<file path="config.mk">
export PLATFORM = sky130hd
export DESIGN_NAME = addr_alias_matcher
export DESIGN_NICKNAME = d
export VERILOG_FILES = /design/src/rtl/amatch_pkg.sv /design/src/rtl/amatch_regfile.sv /design/src/rtl/amatch_compare.sv /design/src/rtl/amatch_prio.sv /design/src/rtl/addr_alias_matcher.sv
export SDC_FILE = /design/constraint.sdc
export NUM_CORES = 1
export LEC_CHECK = 0
export ABC_AREA = 1
export ABC_CLOCK_PERIOD_IN_PS = 2800
export BUFFER_PORTS_ARGS = -buffer_cell sky130_fd_sc_hd__buf_2
export CORE_UTILIZATION = 60
export CTS_CLUSTER_DIAMETER = 200
export DETAILED_ROUTE_END_ITERATION = 10
export MAX_ROUTING_LAYER = met4
export PLACE_DENSITY = 0.9
export REMOVE_ABC_BUFFERS = 1
export SKIP_LAST_GASP = 1
export SLEW_MARGIN = 20
export SYNTH_ARGS = -nofsm -noshare
export SYNTH_HDL_FRONTEND = slang
export SYNTH_SLANG_ARGS = --single-unit
</file>
<file path="constraint.sdc">
create_clock -name clk -period 2.8 [get_ports clk]
set_clock_uncertainty 0.05 [all_clocks]
set_input_delay 0.14 -clock clk [delete_from_list [all_inputs] [get_ports clk]]
set_output_delay 0.14 -clock clk [all_outputs]
set_load 0.005 [all_outputs]
</file>
<file path="src/rtl/amatch_pkg.sv">
package amatch_pkg;
  localparam int BYTE_W    = 8;
  localparam int ADDR_W    = 7;
  localparam int NUM_SUB   = 3;
  localparam int NUM_ALIAS = NUM_SUB + 1;   // subs plus all-call
  localparam int NUM_SRC   = NUM_ALIAS + 1; // plus fixed device address
  localparam int SRC_IDX_W = $clog2(NUM_SRC);

  localparam logic [BYTE_W-1:0] CTRL_IDX   = 8'h00;
  localparam logic [BYTE_W-1:0] ALIAS_BASE = 8'h02;

  localparam logic [ADDR_W-1:0] ALIAS_ROOT = 7'h70;

  typedef logic [ADDR_W-1:0] addr7_t;

  // sub k resets to root with one extra bit set; all-call resets to root
  function automatic addr7_t alias_rst(input int k);
    if (k < NUM_SUB) return ALIAS_ROOT | (addr7_t'(1) << k);
    return ALIAS_ROOT;
  endfunction

  localparam logic [NUM_ALIAS-1:0] EN_RST = {1'b1, {NUM_SUB{1'b0}}};
endpackage

</file>
<file path="src/rtl/amatch_regfile.sv">
module amatch_regfile
  import amatch_pkg::*;
(
  input  logic                               clk,
  input  logic                               rst_n,
  input  logic [BYTE_W-1:0]                  reg_idx,
  input  logic [BYTE_W-1:0]                  reg_wdata,
  input  logic                               reg_wr,
  output logic [BYTE_W-1:0]                  reg_rdata,
  output logic [NUM_ALIAS-1:0][ADDR_W-1:0]   alias_addr,
  output logic [NUM_ALIAS-1:0]               alias_en
);

  logic [NUM_ALIAS-1:0][ADDR_W-1:0] addr_q, addr_nxt;
  logic [NUM_ALIAS-1:0]             en_q, en_nxt;
  logic [NUM_ALIAS-1:0]             addr_sel;
  logic                             en_sel;
  logic                             addr_ce, en_ce;

  // index decode
  always_comb begin
    en_sel = (reg_idx == CTRL_IDX);
    for (int k = 0; k < NUM_ALIAS; k++) begin
      addr_sel[k] = (reg_idx == ALIAS_BASE + BYTE_W'(k));
    end
  end

  assign en_ce   = reg_wr & en_sel;
  assign addr_ce = reg_wr & (|addr_sel);

  // next state
  always_comb begin
    en_nxt   = en_q;
    addr_nxt = addr_q;
    if (en_sel) en_nxt = reg_wdata[NUM_ALIAS-1:0];
    for (int k = 0; k < NUM_ALIAS; k++) begin
      if (addr_sel[k]) addr_nxt[k] = reg_wdata[BYTE_W-1:1];
    end
  end

  // registers
  always_ff @(posedge clk or negedge rst_n) begin
    if (!rst_n) begin
      en_q <= EN_RST;
    end else if (en_ce) begin
      en_q <= en_nxt;
    end
  end

  always_ff @(posedge clk or negedge rst_n) begin
    if (!rst_n) begin
      for (int k = 0; k < NUM_ALIAS; k++) addr_q[k] <= alias_rst(k);
    end else if (addr_ce) begin
      addr_q <= addr_nxt;
    end
  end

  // read mux
  always_comb begin
    reg_rdata = '0;
    if (en_sel) reg_rdata = BYTE_W'(en_q);
    for (int k = 0; k < NUM_ALIAS; k++) begin
      if (addr_sel[k]) reg_rdata = {addr_q[k], 1'b0};
    end
  end

  assign alias_addr = addr_q;
  assign alias_en   = en_q;

endmodule

</file>
<file path="src/rtl/amatch_compare.sv">
module amatch_compare
  import amatch_pkg::*;
#(
  parameter logic [ADDR_W-1:0] DEV_ADDR = 7'h40
)(
  input  logic [BYTE_W-1:0]                addr_byte,
  input  logic [NUM_ALIAS-1:0][ADDR_W-1:0] alias_addr,
  input  logic [NUM_ALIAS-1:0]             alias_en,
  output logic [NUM_SRC-1:0]               hit
);

  addr7_t rx_addr;
  assign rx_addr = addr_byte[BYTE_W-1:1];

  // slot 0: fixed device address, always enabled
  assign hit[0] = (rx_addr == DEV_ADDR);

  for (genvar g = 0; g < NUM_ALIAS; g++) begin : g_alias
    assign hit[g+1] = alias_en[g] & (rx_addr == alias_addr[g]);
  end

endmodule

</file>
<file path="src/rtl/amatch_prio.sv">
module amatch_prio #(
  parameter int N     = 5,
  parameter int IDX_W = $clog2(N)
)(
  input  logic [N-1:0]     hit,
  output logic             any,
  output logic [IDX_W-1:0] idx
);

  // lowest set bit wins
  always_comb begin
    idx = '0;
    for (int i = N - 1; i >= 0; i--) begin
      if (hit[i]) idx = IDX_W'(i);
    end
  end

  assign any = |hit;

endmodule

</file>
<file path="src/rtl/addr_alias_matcher.sv">
module addr_alias_matcher
  import amatch_pkg::*;
#(
  parameter logic [ADDR_W-1:0] DEV_ADDR = 7'h40
)(
  input  logic                 clk,
  input  logic                 rst_n,
  input  logic [BYTE_W-1:0]    reg_idx,
  input  logic [BYTE_W-1:0]    reg_wdata,
  input  logic                 reg_wr,
  output logic [BYTE_W-1:0]    reg_rdata,
  input  logic                 addr_valid,
  input  logic [BYTE_W-1:0]    addr_byte,
  output logic                 match,
  output logic [SRC_IDX_W-1:0] match_idx
);

  logic [NUM_ALIAS-1:0][ADDR_W-1:0] alias_addr;
  logic [NUM_ALIAS-1:0]             alias_en;
  logic [NUM_SRC-1:0]               hit;
  logic                             hit_any;
  logic [SRC_IDX_W-1:0]             hit_idx;

  logic                 match_q, match_nxt;
  logic [SRC_IDX_W-1:0] idx_q, idx_nxt;

  amatch_regfile u_regs (
    .clk        (clk),
    .rst_n      (rst_n),
    .reg_idx    (reg_idx),
    .reg_wdata  (reg_wdata),
    .reg_wr     (reg_wr),
    .reg_rdata  (reg_rdata),
    .alias_addr (alias_addr),
    .alias_en   (alias_en)
  );

  amatch_compare #(.DEV_ADDR(DEV_ADDR)) u_cmp (
    .addr_byte  (addr_byte),
    .alias_addr (alias_addr),
    .alias_en   (alias_en),
    .hit        (hit)
  );

  amatch_prio #(.N(NUM_SRC), .IDX_W(SRC_IDX_W)) u_prio (
    .hit (hit),
    .any (hit_any),
    .idx (hit_idx)
  );

  always_comb begin
    match_nxt = addr_valid & hit_any;
    idx_nxt   = match_nxt ? hit_idx : '0;
  end

  always_ff @(posedge clk or negedge rst_n) begin
    if (!rst_n) begin
      match_q <= 1'b0;
      idx_q   <= '0;
    end else begin
      match_q <= match_nxt;
      idx_q   <= idx_nxt;
    end
  end

  assign match     = match_q;
  assign match_idx = idx_q;

endmodule

</file>
# Word level (Yosys, flattened, before mapping)
# Cells that the tools add are included.
[word_totals]
regBits = 36
out_inout_bits = 12
[op_classes]
bitwise_logic = 7
n_reduce_logical = 8
mux = 11
n_eq_ne = 9
[ops]
columns = ["operator", "count"]
rows = [
  ["$mux 8", 4],
  ["$eq 7x7->1", 4],
  ["$mux 3", 6],
  ["$eq 8x2->1 const B", 2],
  ["$eq 8x3->1 const B", 2],
  ["$reduce_and 2->1", 5],
  ["$logic_not 8->1", 1],
  ["$and 1x1->1", 7],
  ["$eq 7x7->1 const B", 1],
  ["$reduce_or 5->1", 1],
  ["$mux 4", 1],
  ["$reduce_or 4->1", 1],
]

# Longest topological paths before layout
[depth]
depth_word = 8
depth_mapped = 10
depth_no_buf = 10

# Cells and area by module
# A second synthesis with hierarchy kept.
[unflattened]
cells_unflattened = 385
hier_area_um2 = 2521.2
[by_module_without_submodules]
columns = ["mod", "seq_area_each_um2", "area_per_inst_um2", "instances", "cells_per_inst"]
rows = [
  ["amatch_regfile", 820.8, 1767.9, 1, 212],
  ["amatch_compare", 0.0, 573.0, 1, 150],
  ["addr_alias_matcher", 100.1, 132.6, 1, 12],
  ["amatch_prio", 0.0, 47.5, 1, 11],
]

# Worst setup path before layout
# OpenSTA, ideal clock, no wires.
[synth_path]
kind = "register -> register"
start = "reg u_regs.addr_q, in the netlist u_regs.alias_addr[12]"
end = "reg idx_q[0] (netlist: match_idx[0])"
path_slack_ps = 1485
t_arrival_ps = 1150
stages_incl_launch_ff = 10
path_cell_list = "dfstp_2 > inv_1 > o21ai_0 > nor2_1 > nand2_1 > nor2_1 > nor2_1 > nand3_1 > nand2_1 > nor2_1"
[synth_between]
elab_chain_cells = 6
word_cells_on_any_way = 8
classes_between = "eq/ne (1); mux (4); bitwise (2); reduce/logical (1)"
[synth_lines]
columns = ["element", "line", "rtl"]
rows = [
  ["from (decl)", "amatch_regfile.sv:14", "logic [NUM_ALIAS-1:0][ADDR_W-1:0] addr_q, addr_nxt;"],
  ["from (signal assigned)", "amatch_regfile.sv:54", "addr_q <= addr_nxt;"],
  ["$eq 7x7->1 *", "amatch_compare.sv:19", "assign hit[g+1] = alias_en[g] & (rx_addr == alias_addr[g]);"],
  ["$and 1x1->1 *", "amatch_compare.sv:19", ""],
  ["$mux 3 (3 in series)", "amatch_prio.sv:14", "if (hit[i]) idx = IDX_W'(i);"],
  ["$mux 3 *", "addr_alias_matcher.sv:53", "idx_nxt = match_nxt ? hit_idx : '0;"],
  ["via idx_nxt[0]", "addr_alias_matcher.sv:25", "logic [SRC_IDX_W-1:0] idx_q, idx_nxt;"],
  ["to (signal assigned)", "addr_alias_matcher.sv:62", "idx_q <= idx_nxt;"],
  ["to (decl)", "addr_alias_matcher.sv:25", ""],
]
# The timed path passes the listed nets; every way through them passes the cells marked *.
# A chain may end at the register's enable or synchronous reset.

# Worst setup path after layout
[layout_path]
start = "in reg_idx[5]"
end = "out reg_rdata[3]"
[layout_between]
elab_chain_cells = 6
word_cells_on_any_way = 10
classes_between = "eq/ne (4); mux (5); reduce/logical (1)"
[layout_lines]
columns = ["element", "line", "rtl"]
rows = [
  ["from (decl)", "addr_alias_matcher.sv:8", "input logic [BYTE_W-1:0] reg_idx,"],
  ["$logic_not 8->1", "amatch_regfile.sv:22", "en_sel = (reg_idx == CTRL_IDX);"],
  ["$mux 4", "amatch_regfile.sv:61", "if (en_sel) reg_rdata = BYTE_W'(en_q);"],
  ["$mux 8 (3 in series)", "amatch_regfile.sv:63", "if (addr_sel[k]) reg_rdata = {addr_q[k], 1'b0};"],
  ["$mux 8 *", "amatch_regfile.sv:63", ""],
  ["to (decl)", "addr_alias_matcher.sv:11", "output logic [BYTE_W-1:0] reg_rdata,"],
]
# Every way passes the cells marked *; elsewhere a longest branch is shown, timed or not.

==> flow_summary_export.csv <==
group,metric,value,unit
critical_path,cp.required,2.61,ns
critical_path,cp-end-kind,"output port",
global_route,antenna_found_initial,0,
die,die_h,64.25,um
power_and_ir_drop,pwr-share-clk,34.2,%
logic_synthesis,muxShareOfSynthArea,0.4844,%
route,via_per_inst,5.307,
critical_path,critical_path_buf_inv_count,2,
layout,seqCellArea,920.9,sq um
route,wl_met3,415,um
critical_path,reg2regPathDepth,9,
global_route,grt_max_degree,37,
power_and_ir_drop,p_int,0.8135,mW
logic_synthesis,synth_area_per_cell,7.197,sq um
route,wire_per_inst,13.02,um
die,die_w,64.25,um
critical_path,timing.rr.end,"match_idx[0]",
critical_path,cpLargestDelayFamily,"simple AND/OR/NAND/NOR gates",
power_and_ir_drop,sw_frac_of_total,27.26,%
route,drt-met1-wl,2383,um
die,ios,40,
sta,fmax,0.6444,GHz
logic_synthesis,syn_area,2325,sq um
die,initial_core_util,63.03,%
layout,diodes,0,
logic_synthesis,synth_xor_area_share,1.507,%
power_and_ir_drop,comb_power_share,13.7,%
sta,rsz0062_at_grt,"false",
die,core_area,3689,sq um
global_route,track_usage,30.99,%
route,vias,2197,
sta,hold_slack,0.01707,ns
logic_synthesis,synth_top_family_by_area,"simple AND/OR/NAND/NOR gates",
sta,hold_violations,0,
cts,cts_setup_buffers,0,
critical_path,reg2reg_from,"u_regs.alias_addr[12]",
place,hpwl,4117,um
place,place.gp.congestion,0.9330,
cts,numCtsBuffers,5,
critical_path,arrival,1.36,ns
cts,cts_resized,0,
cts,numClockSinks,36,
worst_hold_path,hold_end,"u_regs.alias_addr[20]",
logic_synthesis,synth_top_area_share,21.53,%
cts,cts_max_path_buffers,2,
global_route,first_global_vias,2035,
power_and_ir_drop,cellPowerDensity,424.2,nW/um^2
power_and_ir_drop,p_seq_share,52.1,%
worst_hold_path,worstHoldPathType,"primary input to register",
route,dr.pass1.iters,4,
cts,clock_latency,0.29,ns
critical_path,critPathSlowestCell,"nor4_4",
critical_path,crit_top_cell,"buf_2",
sta,slew_headroom,48.09,%
logic_synthesis,synthTopCellsByArea,"dfrtp_1, nand2_1, dfstp_2",
logic_synthesis,ys_ff_latch,36,
layout,multi_input_area,1207,sq um
power_and_ir_drop,power.total,1.118,mW
sta,finalSetupViolCount,0,
route,drtAntennaViolNets,0,
logic_synthesis,yosysTopAreaCell,"dfrtp_1",
power_and_ir_drop,leakage,1.321,nW
critical_path,path_class,"primary input to output port",
route,wl_met2,2515,um
critical_path,crit_fanout,8,
logic_synthesis,ys_warn_count,0,
sta,worst_pin_slew,0.7786,ns
logic_synthesis,synth.distinct_cells,28,
sta,fin_crit,1.552,ns
global_route,grt_pass1_wl,9232,um
power_and_ir_drop,ir_worst_vdd,356.0,uV
layout,area_growth_syn_to_layout,13.40,%
cts,cts_tree,"done",
critical_path,path_cells,"buf_2 -> nor2_2 -> nand2_4 -> nor4_4 -> nand2_1 -> o211ai_1 -> buf_2",
die,rows,22,
worst_hold_path,hp-start,"reg_wdata[7]",
run_status,outcome,"finished clean",
critical_path,crit_path_start_kind,"primary input",
place,io_buffers,38,
route,drtIter0Drc,189,
logic_synthesis,synth-seq-area-share,39.61,%
sta,tns,0,ns
worst_hold_path,whs_path_depth,3,
global_route,gr-total-overflow,0,
layout,fin_nets,393,
logic_synthesis,synth-compound-area-share,12.86,%
cts,path_clk_slew,0.07,ns
sta,slew_violations,0,
die,die_area,4127,sq um
sta,finalCritPeriodShare,55.42,%
logic_synthesis,synthAdderAreaFrac,0,%
power_and_ir_drop,p_sw,0.3049,mW
critical_path,slowest_delay,0.48,ns
cts,cts-htree-levels,2,
logic_synthesis,syn_inst,323,
critical_path,r2r_slack,1.32,ns
route,wirelength,5392,um
logic_synthesis,synth-simple-area-share,37.08,%
route,top_layer,"met4",
layout,drive_gt1_share,27.32,%
run,drv_cap,0,
cts,clockRootBuffer,"clkbuf_8",
route,drc_errors,0,
layout,num-fill-cells,335,
cell usage after synthesis:
cell type	number
and2_1	1
nand2_1	123
dfrtp_1	20
a21oi_1	4
inv_2	2
nor2_1	31
o21ai_0	17
nand3_1	10
o21ai_1	1
nand4_1	3
nor3_4	1
or2_2	3
buf_6	3
o2111ai_1	5
dfstp_2	16
buf_2	1
xnor2_1	4
nor4_4	2
o21bai_1	1
o21ai_2	14
nand2_4	2
nor2_4	2
inv_1	40
o211ai_1	2
nor3_1	1
mux2_2	1
nor2_2	3
nand2_2	10
final cells by class:
type	instances	area share, %
multi-input cells	241	45.80
well taps	48	2.278
clock buffers	8	3.417
flip-flops and latches	36	34.93
inverters	42	5.980
repair buffers	39	7.594
metal layers:
layer	vias to the layer above	GRT usage, %
met5	-	-
met4	0	15.00
met3	10	6.071
met2	79	46.32
met1	1009	40.30
li1	1099	-
per-stage QoR:
step	std cells	worst slack (ns)	utilization, %	instance area, sq um
2_1_floorplan	319	1.485	-	2286
3_3_place_gp	405	1.179	68.76	2536
3_5_place_dp	405	1.117	68.76	2536
4_1_cts	414	1.255	71.47	2636
5_1_grt	414	1.098	71.47	2636
6_report	414	1.248	71.47	2636
layout by cell type (no fill, tap or decap), types with 2 or more instances in the layout:
cell type  count
nor2_1        31
o211ai_1       2
a21oi_1        4
nand2_1      123
clkbuf_8       6
inv_1         40
clkbuf_1       2
nand2_4        2
o21ai_0       17
nor4_4         2
xnor2_1        4
nor2_2         3
buf_2         38
dfrtp_1       20
dfstp_2       16
nand4_1        3
nand2_2       10
inv_2          2
nand3_1       10
or2_2          3
nor2_4         2
o2111ai_1      5
o21ai_2       14
worst register-to-register path: cells and delay by family (launching register included):
kind	cells	cell delay, ns
AOI/OAI and AO/OA	1	0.16
and+or+nand+nor	7	0.58
DFF	1	0.54
buffers and inverters	1	0.07
flip-flops by register name, summed over array words and instances, names as in the netlist:
name and count:
match 1, match_idx 3, u_regs.alias_addr 28, u_regs.alias_en 4
power by group through the flow:
stage	combinational, mW	clock (mW)	sequential (mW)
after floorplan	0.0957	0	0.582
after global placement	0.146	0	0.589
after detailed placement	0.152	0	0.591
after CTS	0.153	0.385	0.582
after global routing	0.175	0.400	0.586
final	0.153	0.383	0.583
cells by family after synthesis:
logic type | Yosys count
AOI/OAI and AO/OA | 44
xor gates and xnor gates | 4
buffers and inverters | 46
DFF | 36
muxes | 1
and+or+nand+nor | 192
how the worst max path moves through the flow:
stage | from | depth (start not counted) | slack (ns) | to
2_1_floorplan | u_regs.alias_addr[12] | 9 | 1.49 | match_idx[0]
3_3_place_gp | reg_idx[5] | 7 | 1.18 | u_regs.alias_addr[22]
3_5_place_dp | reg_idx[5] | 7 | 1.12 | u_regs.alias_addr[22]
4_1_cts | reg_idx[5] | 7 | 1.26 | reg_rdata[5]
5_1_grt | reg_idx[5] | 7 | 1.10 | reg_rdata[6]
6_report | reg_idx[5] | 7 | 1.25 | reg_rdata[3]
timing repair:
item                                    4_1_cts  5_1_grt
hold buffers                                  1        0
endpoints found under the setup margin        0        0
hold endpoints to repair                     20        0
No activity file was read; power rests on OpenSTA's default activity.
